==> src/rtl/blt_pkg.sv <==
package blt_pkg;
  parameter int PIX_W   = 8;
  parameter int SRC_W   = 24;
  parameter int DST_W   = 20;
  parameter int LEN_W   = 5;
  parameter int REG_W   = 32;
  parameter int DST_LSB = 3;
  parameter int CMD_BIT = 2;

  localparam int MEM_AW = SRC_W;
  localparam int CNT_W  = LEN_W + 1;
  localparam logic [SRC_W-1:0] FILL_CODE = {SRC_W{1'b1}};

  typedef enum logic [1:0] {ST_IDLE, ST_RD, ST_RWAIT, ST_WR} blt_state_e;

  typedef struct packed {
    logic [DST_W-1:0] dst;
    logic [SRC_W-1:0] src;
    logic [LEN_W-1:0] len_m1;
    logic             fill;
    logic [PIX_W-1:0] colour;
  } blt_cmd_t;
endpackage

==> src/rtl/blt_cmd_dec.sv <==
module blt_cmd_dec
  import blt_pkg::*;
(
  input  logic             clk,
  input  logic             rst_n,
  input  logic             wr_en,
  input  logic [REG_W-1:0] addr,
  input  logic [REG_W-1:0] data,
  input  logic             busy,
  output logic             start,
  output blt_cmd_t         cmd,
  output logic             err
);
  logic [PIX_W-1:0] colour_q;
  logic             err_q;
  logic             is_cmd;
  logic [SRC_W-1:0] src_f;
  logic             unused_bits;

  assign is_cmd = addr[CMD_BIT];
  assign src_f  = data[SRC_W-1:0];
  assign start  = wr_en && is_cmd && !busy;

  assign cmd.dst    = addr[DST_LSB +: DST_W];
  assign cmd.src    = src_f;
  assign cmd.len_m1 = data[SRC_W +: LEN_W];
  assign cmd.fill   = (src_f == FILL_CODE);
  assign cmd.colour = colour_q;
  assign err        = err_q;

  assign unused_bits = ^{addr[CMD_BIT-1:0], addr[REG_W-1:DST_LSB+DST_W],
                         data[REG_W-1:SRC_W+LEN_W]};

  always_ff @(posedge clk or negedge rst_n) begin
    if (!rst_n) begin
      colour_q <= '0;
      err_q    <= 1'b0;
    end else begin
      if (wr_en && !is_cmd) colour_q <= data[PIX_W-1:0];
      if (wr_en && is_cmd && busy) err_q <= 1'b1;
    end
  end

  // error flag never clears outside reset
  a_r7_err_sticky: assert property (@(posedge clk) disable iff (!rst_n)
    err_q |=> err_q);
  // a command during a run leaves the flag set
  a_r7_collision_flag: assert property (@(posedge clk) disable iff (!rst_n)
    (wr_en && is_cmd && busy) |=> err);
endmodule

==> src/rtl/blt_engine.sv <==
module blt_engine
  import blt_pkg::*;
(
  input  logic              clk,
  input  logic              rst_n,
  input  logic              start,
  input  blt_cmd_t          cmd,
  output logic              busy,
  output logic              mem_req_valid,
  input  logic              mem_req_ready,
  output logic              mem_we,
  output logic [MEM_AW-1:0] mem_addr,
  output logic [PIX_W-1:0]  mem_wdata,
  input  logic              mem_rsp_valid,
  input  logic [PIX_W-1:0]  mem_rsp_data,
  output logic              done_valid,
  output logic [DST_W-1:0]  done_addr,
  output logic [CNT_W-1:0]  done_len
);
  blt_state_e       state;
  logic [LEN_W-1:0] idx;
  logic [DST_W-1:0] dst_q;
  logic [SRC_W-1:0] src_q;
  logic [LEN_W-1:0] len_m1_q;
  logic             fill_q;
  logic [PIX_W-1:0] colour_q;
  logic [PIX_W-1:0] rd_byte;
  logic             done_q;
  logic             last_px;

  assign busy          = (state != ST_IDLE);
  assign last_px       = (idx == len_m1_q);
  assign mem_req_valid = (state == ST_RD) || (state == ST_WR);
  assign mem_we        = (state == ST_WR);
  assign mem_addr      = (state == ST_WR) ? (MEM_AW'(dst_q) + MEM_AW'(idx))
                                          : (src_q + MEM_AW'(idx));
  assign mem_wdata     = fill_q ? colour_q : rd_byte;
  assign done_valid    = done_q;
  assign done_addr     = dst_q;
  assign done_len      = CNT_W'(len_m1_q) + CNT_W'(1);

  always_ff @(posedge clk or negedge rst_n) begin
    if (!rst_n) begin
      state    <= ST_IDLE;
      idx      <= '0;
      dst_q    <= '0;
      src_q    <= '0;
      len_m1_q <= '0;
      fill_q   <= 1'b0;
      colour_q <= '0;
      rd_byte  <= '0;
      done_q   <= 1'b0;
    end else begin
      done_q <= 1'b0;
      unique case (state)
        ST_IDLE: if (start) begin
          dst_q    <= cmd.dst;
          src_q    <= cmd.src;
          len_m1_q <= cmd.len_m1;
          fill_q   <= cmd.fill;
          colour_q <= cmd.colour;
          idx      <= '0;
          state    <= cmd.fill ? ST_WR : ST_RD;
        end
        ST_RD: if (mem_req_ready) state <= ST_RWAIT;
        ST_RWAIT: if (mem_rsp_valid) begin
          rd_byte <= mem_rsp_data;
          state   <= ST_WR;
        end
        ST_WR: if (mem_req_ready) begin
          if (last_px) begin
            state  <= ST_IDLE;
            done_q <= 1'b1;
          end else begin
            idx   <= idx + 1'b1;
            state <= fill_q ? ST_WR : ST_RD;
          end
        end
        default: state <= ST_IDLE;
      endcase
    end
  end

  // a stalled request keeps all its fields
  a_r9_req_hold: assert property (@(posedge clk) disable iff (!rst_n)
    (mem_req_valid && !mem_req_ready) |=>
      (mem_req_valid && $stable(mem_addr) && $stable(mem_we) && $stable(mem_wdata)));
  // a fill run never reads
  a_r4_fill_no_read: assert property (@(posedge clk) disable iff (!rst_n)
    (mem_req_valid && fill_q) |-> mem_we);
  // done is a single-cycle pulse seen with busy low
  a_r8_done_pulse: assert property (@(posedge clk) disable iff (!rst_n)
    done_valid |=> !done_valid);
  a_r8_done_idle: assert property (@(posedge clk) disable iff (!rst_n)
    done_valid |-> !busy);
  // pixel index stays within the run
  a_r3_idx_bound: assert property (@(posedge clk) disable iff (!rst_n)
    busy |-> (idx <= len_m1_q));
  // an accepted command makes the engine busy
  a_r2_start_busy: assert property (@(posedge clk) disable iff (!rst_n)
    start |=> busy);
endmodule

==> src/rtl/blt_fill_copy.sv <==
module blt_fill_copy
  import blt_pkg::*;
(
  input  logic              clk,
  input  logic              rst_n,
  input  logic              reg_wr_en,
  input  logic [REG_W-1:0]  reg_addr,
  input  logic [REG_W-1:0]  reg_wdata,
  output logic [REG_W-1:0]  reg_rdata,
  output logic              busy,
  output logic              err,
  output logic              mem_req_valid,
  input  logic              mem_req_ready,
  output logic              mem_we,
  output logic [MEM_AW-1:0] mem_addr,
  output logic [PIX_W-1:0]  mem_wdata,
  input  logic              mem_rsp_valid,
  input  logic [PIX_W-1:0]  mem_rsp_data,
  output logic              done_valid,
  output logic [DST_W-1:0]  done_addr,
  output logic [CNT_W-1:0]  done_len
);
  logic     start;
  blt_cmd_t cmd;

  assign reg_rdata = '0;

  blt_cmd_dec u_dec (
    .clk   (clk),
    .rst_n (rst_n),
    .wr_en (reg_wr_en),
    .addr  (reg_addr),
    .data  (reg_wdata),
    .busy  (busy),
    .start (start),
    .cmd   (cmd),
    .err   (err)
  );

  blt_engine u_eng (
    .clk           (clk),
    .rst_n         (rst_n),
    .start         (start),
    .cmd           (cmd),
    .busy          (busy),
    .mem_req_valid (mem_req_valid),
    .mem_req_ready (mem_req_ready),
    .mem_we        (mem_we),
    .mem_addr      (mem_addr),
    .mem_wdata     (mem_wdata),
    .mem_rsp_valid (mem_rsp_valid),
    .mem_rsp_data  (mem_rsp_data),
    .done_valid    (done_valid),
    .done_addr     (done_addr),
    .done_len      (done_len)
  );

  // a colour write while idle starts nothing
  a_r1_colour_no_start: assert property (@(posedge clk) disable iff (!rst_n)
    (!busy && reg_wr_en && !reg_addr[CMD_BIT]) |=> !busy);
endmodule

==> config.mk <==
export PLATFORM = sky130hd
export DESIGN_NAME = blt_fill_copy
export DESIGN_NICKNAME = d
export VERILOG_FILES = /design/src/rtl/blt_pkg.sv /design/src/rtl/blt_cmd_dec.sv /design/src/rtl/blt_engine.sv /design/src/rtl/blt_fill_copy.sv
export SDC_FILE = /design/constraint.sdc
export NUM_CORES = 1
export LEC_CHECK = 0
export BUFFER_PORTS_ARGS = -buffer_cell sky130_fd_sc_hd__clkbuf_2
export CORE_UTILIZATION = 35
export CTS_CLUSTER_SIZE = 16
export DETAILED_ROUTE_END_ITERATION = 6
export GPL_TIMING_DRIVEN = 0
export PLACE_DENSITY_LB_ADDON = 0.2
export SLEW_MARGIN = 20
export SYNTH_ARGS = -nofsm -noshare
export SYNTH_HDL_FRONTEND = slang
export SYNTH_SLANG_ARGS = --single-unit
==> constraint.sdc <==
create_clock -name clk -period 4.9 [get_ports clk]
set_input_delay 0.49 -clock clk [delete_from_list [all_inputs] [get_ports clk]]
set_output_delay 0.49 -clock clk [all_outputs]
set_load 0.02 [all_outputs]
==> results of run 1 <==
## per-stage QoR
stage                     cells  hold WS, ps  util, %
after global routing        928          224     45.0
after detailed placement    912          461     42.9
final                       928          133     45.0
after CTS                   928          203     45.0
after global placement      912          458     42.8
after floorplan             607          194        -
## cell usage after synthesis, types with 2 or more instances
library cell    n  area [um2]
o21bai_1        2        15.0
nand3_1        22         110
a21oi_1         7        35.0
and3_2          2        15.0
xor2_1         23         201
nand4_1        19         119
buf_4          32         240
ha_1           12         150
a21o_1          5        37.5
nor4_1          5        31.3
inv_1           8        30.0
nor2_1         22        82.6
nand3b_1        2        15.0
o22ai_1         2        12.5
nor3_1          4        20.0
mux2_2         26         293
nand2_1       187         702
fa_1            2        40.0
buf_1           7        26.3
and4_4          2        22.5
buf_2           5        25.0
and3_1          4        25.0
o211ai_1        2        15.0
dfrtp_1        83        2080
mux2i_1        13         130
or3_1           3        18.8
a211oi_1        5        37.5
o21ai_0        20         100
and2_1          3        18.8
xnor2_1        18         158
clkbuf_1       10        37.5
## where the power goes
group / internal (W) / total (W) / switching (W) / leakage [nW]
registers: 0.000970 / 0.00132 / 0.000350 / 1.02
logic: 0.000758 / 0.00201 / 0.00126 / 2.08
clock network: 0.000367 / 0.000666 / 0.000299 / 0.142
## flip-flops by register name (all words and copies together), names as in the netlist
register,flops
u_eng.src_q,24
u_eng.done_addr,20
u_dec.colour_q,8
u_eng.colour_q,8
u_eng.rd_byte,8
u_eng.idx,5
u_eng.len_m1_q,5
u_eng.state,2
u_dec.err,1
u_eng.done_valid,1
u_eng.fill_q,1
## worst max-delay path, delay by kind of cell (launching register included)
family          cells  cell delay [ps]
compound gates      2              850
xor+xnor            1              180
fa+ha+maj           2              670
buf+inv             1              210
flops               1              470
mux                 1              210
simple gates        1              140
## layer usage
layer / routed length (um) / up-vias
met5: 0 / -
met1: 6370 / 2092
met2: 6630 / 122
li1: - / 2211
met3: 689 / 10
met4: 133 / 0
## cell families (layout without fill, tap and decap cells)
logic type / Yosys count / count (layout) / share of synthesized area (%)
simple gates: 283 / 283 / 25.0
other cells: 1 / 32 / 0.0750
xor+xnor: 41 / 41 / 7.18
mux: 39 / 39 / 8.46
buf+inv: 63 / 204 / 7.28
compound gates: 52 / 52 / 6.63
fa+ha+maj: 14 / 14 / 3.80
flops: 83 / 83 / 41.5
## worst paths after layout
check	start	endpoint	slack [ps]
max reg2reg	u_eng.state[0]	u_eng.src_q[17]	2890
min reg2reg	u_dec.colour_q[0]	u_eng.colour_q[0]	470
min in group clk	reg_addr[22]	u_eng.done_addr[19]	330
max	u_eng.idx[0]	mem_addr[8]	1320
min	rst_n	u_eng.src_q[22]	130
max in group asynchronous	rst_n	u_eng.done_addr[12]	4220
## final cells by class
cell class,count,area share [%]
clock buffer,10,3.81
tap,180,3.59
multi-input combinational,461,42.7
timing repair buffer,125,10.1
sequential,83,33.1
inverter,8,0.479
buffer,55,5.33
clock inverter,6,0.858
==> out/metrics.cfg, run 1 <==
[clock_tree]
post-cts-setup-buffers=0
clockBufferDepth=2
path_clk_slew_ps=70
cts_resized=0
cts_sinks=83
cts_root_buffer=clkbuf_16
clk_latency_ps=350
cts_tree=yes
cts-htree-levels=3
ctsHoldBuffers=0
cts_buffers=9

[global_routing]
use_met2_pct=31.9
grt_pass1_wl_um=21600
met1_usage_pct=25.7
grt_max_degree=84
grt_overflow_total=0
grt.total_usage_pct=19.4
grt-busiest-layer=met2
globalRouteMet3Util_pct=3.93
antenna_found_initial=0
grt_pass1_vias=4195

[sta]
rsz0062_at_grt=no
max_freq_ghz=0.279
tns_ps=0
period_minus_slack_ps=3580
setup_viol=0
period_share_pct=73.0
timing.slew.headroom_pct=50.2
hold_violations=0
slew_viol_final=0
fin_worst_skew_ps=7.21
worst_slew_pin_slew_ps=747
setup_ws_ps=1320

[yosys]
synth-seq-cells=83
yosys_warnings=0
synthFlopType=dfrtp_1
yosys.cell_types.count=50
synth_edf_count=0
ys_seq_area_share_pct=41.5
synthArstFlopShare_pct=100
synthCells=576
synth_area_per_cell_um2=8.68
synth_area_um2=5000

[layout]
drive_above_1_share_pct=28.5
final_cell_mix=nand2_1 (187), clkbuf_2 (125), dfrtp_1 (83)
finalNetCount=834
n_antenna_cell=0
n_fill_cell=1416
stdcell_area_um2=6270
mostFrequentLayoutCell=nand2_1
multi_input_area_um2=2680
final-seq-area_um2=2080
area_growth_pct=25.4

[floorplanning]
die_w_um=122
core_area_um2=13900
die_area_um2=14800
rows=43
die_y_um=122
initial_core_util_pct=35.9
io-pin-count=172

[power]
powerDensity_nw_per_um2=638
p_leak_nw=3.24
ir_worst_vdd_uv=283
power_w=0.00400

[route]
drc=0
wl_um=13800
first_iter_violations=195
ant_nets=0
vias=4435
dr.pass1.iters=4
wl_per_cell_um=14.9
via_per_inst=4.78

[outcome]
outcome=finished clean

[setup_path]
path_max_fanout=9
cp-end-kind=output port
cpMaxStageDelayCell=a221oi_2
critical_path_required_ps=4410
critPathKind=flip-flop to output port
crit_arrival_ps=3090
max_stage_delay_ps=650
reg2regPathDepth=8
path_cells=ha_1 -> fa_1 -> a21o_1 -> a221oi_2 -> nor2_1 -> xnor2_1 -> mux2i_1 -> clkbuf_2
worstSetupStartpointType=flip-flop

[placement]
hpwl_um=10800
gp_routability_congestion=0.836
dp_slack_ps=1690
port_buffers=125
placed_area_um2=5980

[hold_path]
hold_class=input pin to asynchronous set/reset pin

[run]
cap_violations=0

(Power assumes the default switching activity.)
==> run 2: changes to the inputs <==
Clock period 4.9 ns to 3.3 ns, I/O delays scaled along.
==> run 2 against run 1 <==
The flow now finishes with violations (negative hold slack); flip-flop and latch count stayed put; first-iteration DRC count decreased by 2.6%; sequential share of layout area decreased by 0.18 points; critical path type unchanged; final area rose by 0.56%; clock skew barely moved; cell count rose by 0.11%.
==> out/metrics.cfg, run 2 (synthesis results as in run 1) <==
[setup_path]
critPathTopFamily=compound AO/OA/AOI/OAI gates  ; unchanged
reg2regPathDepth=8  ; unchanged
worstSetupStartpointType=flip-flop  ; unchanged
path_cells=ha_1 -> fa_1 -> a211oi_1 -> o21bai_2 -> nand2_1 -> xor2_1 -> o21ai_0 -> clkbuf_2  ; was ha_1 -> fa_1 -> a21o_1 -> a221oi_2 -> nor2_1 -> xnor2_1 -> mux2i_1 -> clkbuf_2
cp-end-kind=output port  ; unchanged
startpoint=u_eng.idx[0]  ; unchanged
crit_cells=8  ; unchanged
path_max_fanout=8  ; was 9
crit_arrival_ps=2820  ; was 3090 ps
crit_path_end=mem_addr[6]  ; was mem_addr[8]
path_buf_inv=1  ; unchanged
cpMaxStageDelayCell=dfrtp_1  ; was a221oi_2
r2r_slack_ps=1290  ; was 2890 ps
critPathKind=flip-flop to output port  ; unchanged
rr_endpoint=u_eng.src_q[17]  ; unchanged
r2r-start=u_eng.state[0]  ; unchanged
max_stage_delay_ps=470  ; was 650 ps
critical_path_required_ps=2970  ; was 4410 ps

[hold_path]
hold_class=input pin to asynchronous set/reset pin  ; unchanged

[route]
wl_per_cell_um=14.9  ; about the same
drc=0  ; unchanged
via_per_inst=4.82  ; was 4.78
first_iter_violations=190  ; was 195
ant_nets=0  ; unchanged
vias=4477  ; was 4435
wl_um=13900  ; was 13800 um
wl_met3_um=725  ; was 689 um
wl_met2_um=6630  ; about the same
route.top_layer_used=met4  ; unchanged
wl_met1_um=6370  ; about the same
dr.pass1.iters=4  ; unchanged

[clock_tree]
cts-htree-levels=3  ; unchanged
cts_tree=yes  ; unchanged
clockBufferDepth=2  ; unchanged
cts_root_buffer=clkbuf_16  ; unchanged
cts_buffers=9  ; unchanged
cts_sinks=83  ; unchanged
path_clk_slew_ps=70  ; about the same
clk_latency_ps=350  ; about the same

[floorplanning]
rows=43  ; unchanged
initial_core_util_pct=35.9  ; unchanged
die_w_um=122  ; unchanged
io-pin-count=172  ; unchanged
die_y_um=122  ; unchanged
core_area_um2=13900  ; unchanged
die_area_um2=14800  ; unchanged

[power]
powerDensity_nw_per_um2=946  ; was 638 nW/um2
p_leak_nw=3.26  ; was 3.24 nW
ir_worst_vdd_uv=420  ; was 283 uV

[global_routing]
grt_max_degree=84  ; unchanged
grt_pass1_wl_um=21500  ; was 21600 um
grt.total_usage_pct=19.4  ; about the same
antenna_found_initial=0  ; unchanged
grt_pass1_vias=4190  ; was 4195
grt_overflow_total=0  ; unchanged

[layout]
n_fill_cell=1412  ; was 1416
n_antenna_cell=0  ; unchanged
mostFrequentLayoutCell=nand2_1  ; unchanged
regMostFlops=u_eng.src_q  ; unchanged
drive_above_1_share_pct=28.7  ; was 28.5%
finalNetCount=835  ; was 834
largest_reg_flops=24  ; unchanged
multi_input_area_um2=2690  ; was 2680 um2
final-seq-area_um2=2080  ; unchanged
area_growth_pct=26.1  ; was 25.4%
final_cell_mix=nand2_1 (187), clkbuf_2 (125), dfrtp_1 (83)  ; unchanged

[outcome]
violations=negative hold slack
outcome=complete, but fails checks  ; was finished clean

[sta]
worst_slew_pin_slew_ps=680  ; was 747 ps
hold_violations=2  ; was 0
slew_viol_final=0  ; unchanged
hold-worst-slack_ps=-10.6  ; was 133 ps
fin_worst_skew_ps=7.56  ; was 7.21 ps
period_minus_slack_ps=3150
tns_ps=0  ; unchanged
setup_ws_ps=149  ; was 1320 ps
timing.slew.headroom_pct=54.7  ; was 50.2%
period_share_pct=95.5
setup_viol=0  ; unchanged
rsz0062_at_grt=no  ; unchanged
max_freq_ghz=0.317

[placement]
port_buffers=125  ; unchanged
dp_slack_ps=247  ; was 1690 ps
hpwl_um=10800  ; unchanged
gp_routability_congestion=0.836  ; unchanged

[run]
cap_violations=0  ; unchanged

==> run 2: per-stage QoR <==
stage	hold WS (ps)	power, W	std cells	cell area (um2)	util, %
final	-10.6	0.00597	929	6300	45.2
after detailed placement	424	0.00499	912	5980	42.9
after global placement	458	0.00493	912	5970	42.8
after floorplan	34.4	0.00392	607	5120	-
after global routing	63.6	0.00641	929	6300	45.2
after CTS	43.0	0.00602	928	6280	45.1
==> run 2: how the worst min path moves through the flow <==
| stage | from | endpoint |
|---|---|---|
| after global placement | u_dec.colour_q[0] | u_eng.colour_q[0] |
| final | rst_n | u_eng.src_q[22] |
| after detailed placement | rst_n | u_eng.src_q[22] |
| after global routing | rst_n | u_eng.src_q[22] |
| after CTS | rst_n | u_eng.src_q[22] |
| after floorplan | rst_n | u_dec.colour_q[0] |
==> run 2: where the power goes <==
part | total, W | internal (W) | switching, W | leakage [nW]
sequential | 0.00196 | 0.00144 | 0.000522 | 1.02
clock | 0.000990 | 0.000545 | 0.000445 | 0.142
combinational | 0.00301 | 0.00113 | 0.00188 | 2.09
total | 0.00597 | 0.00312 | 0.00285 | 3.26
==> run 2: area by class of cell <==
class	count	share of cell area [%]
Buffer	55	5.30
Inverter	8	0.476
Multi-Input combinational cell	461	42.7
Clock buffer	10	3.79
Clock inverter	6	0.853
Sequential cell	83	32.9
Tap cell	180	3.57
Timing Repair Buffer	126	10.4
==> run 2: layer usage <==
metal  vias to the layer above  GRT usage, %
met4                         0          5.63
li1                       2217             -
met3                        10          3.93
met2                       130          31.8
met5                         -             0
met1                      2120          25.7
==> run 2: what timing repair did <==
action,4_1_cts,5_1_grt
setup buffers,0,1
endpoints found under the setup margin,9,7
resized for setup,1,1
pin swaps,0,1
hold buffers,0,0
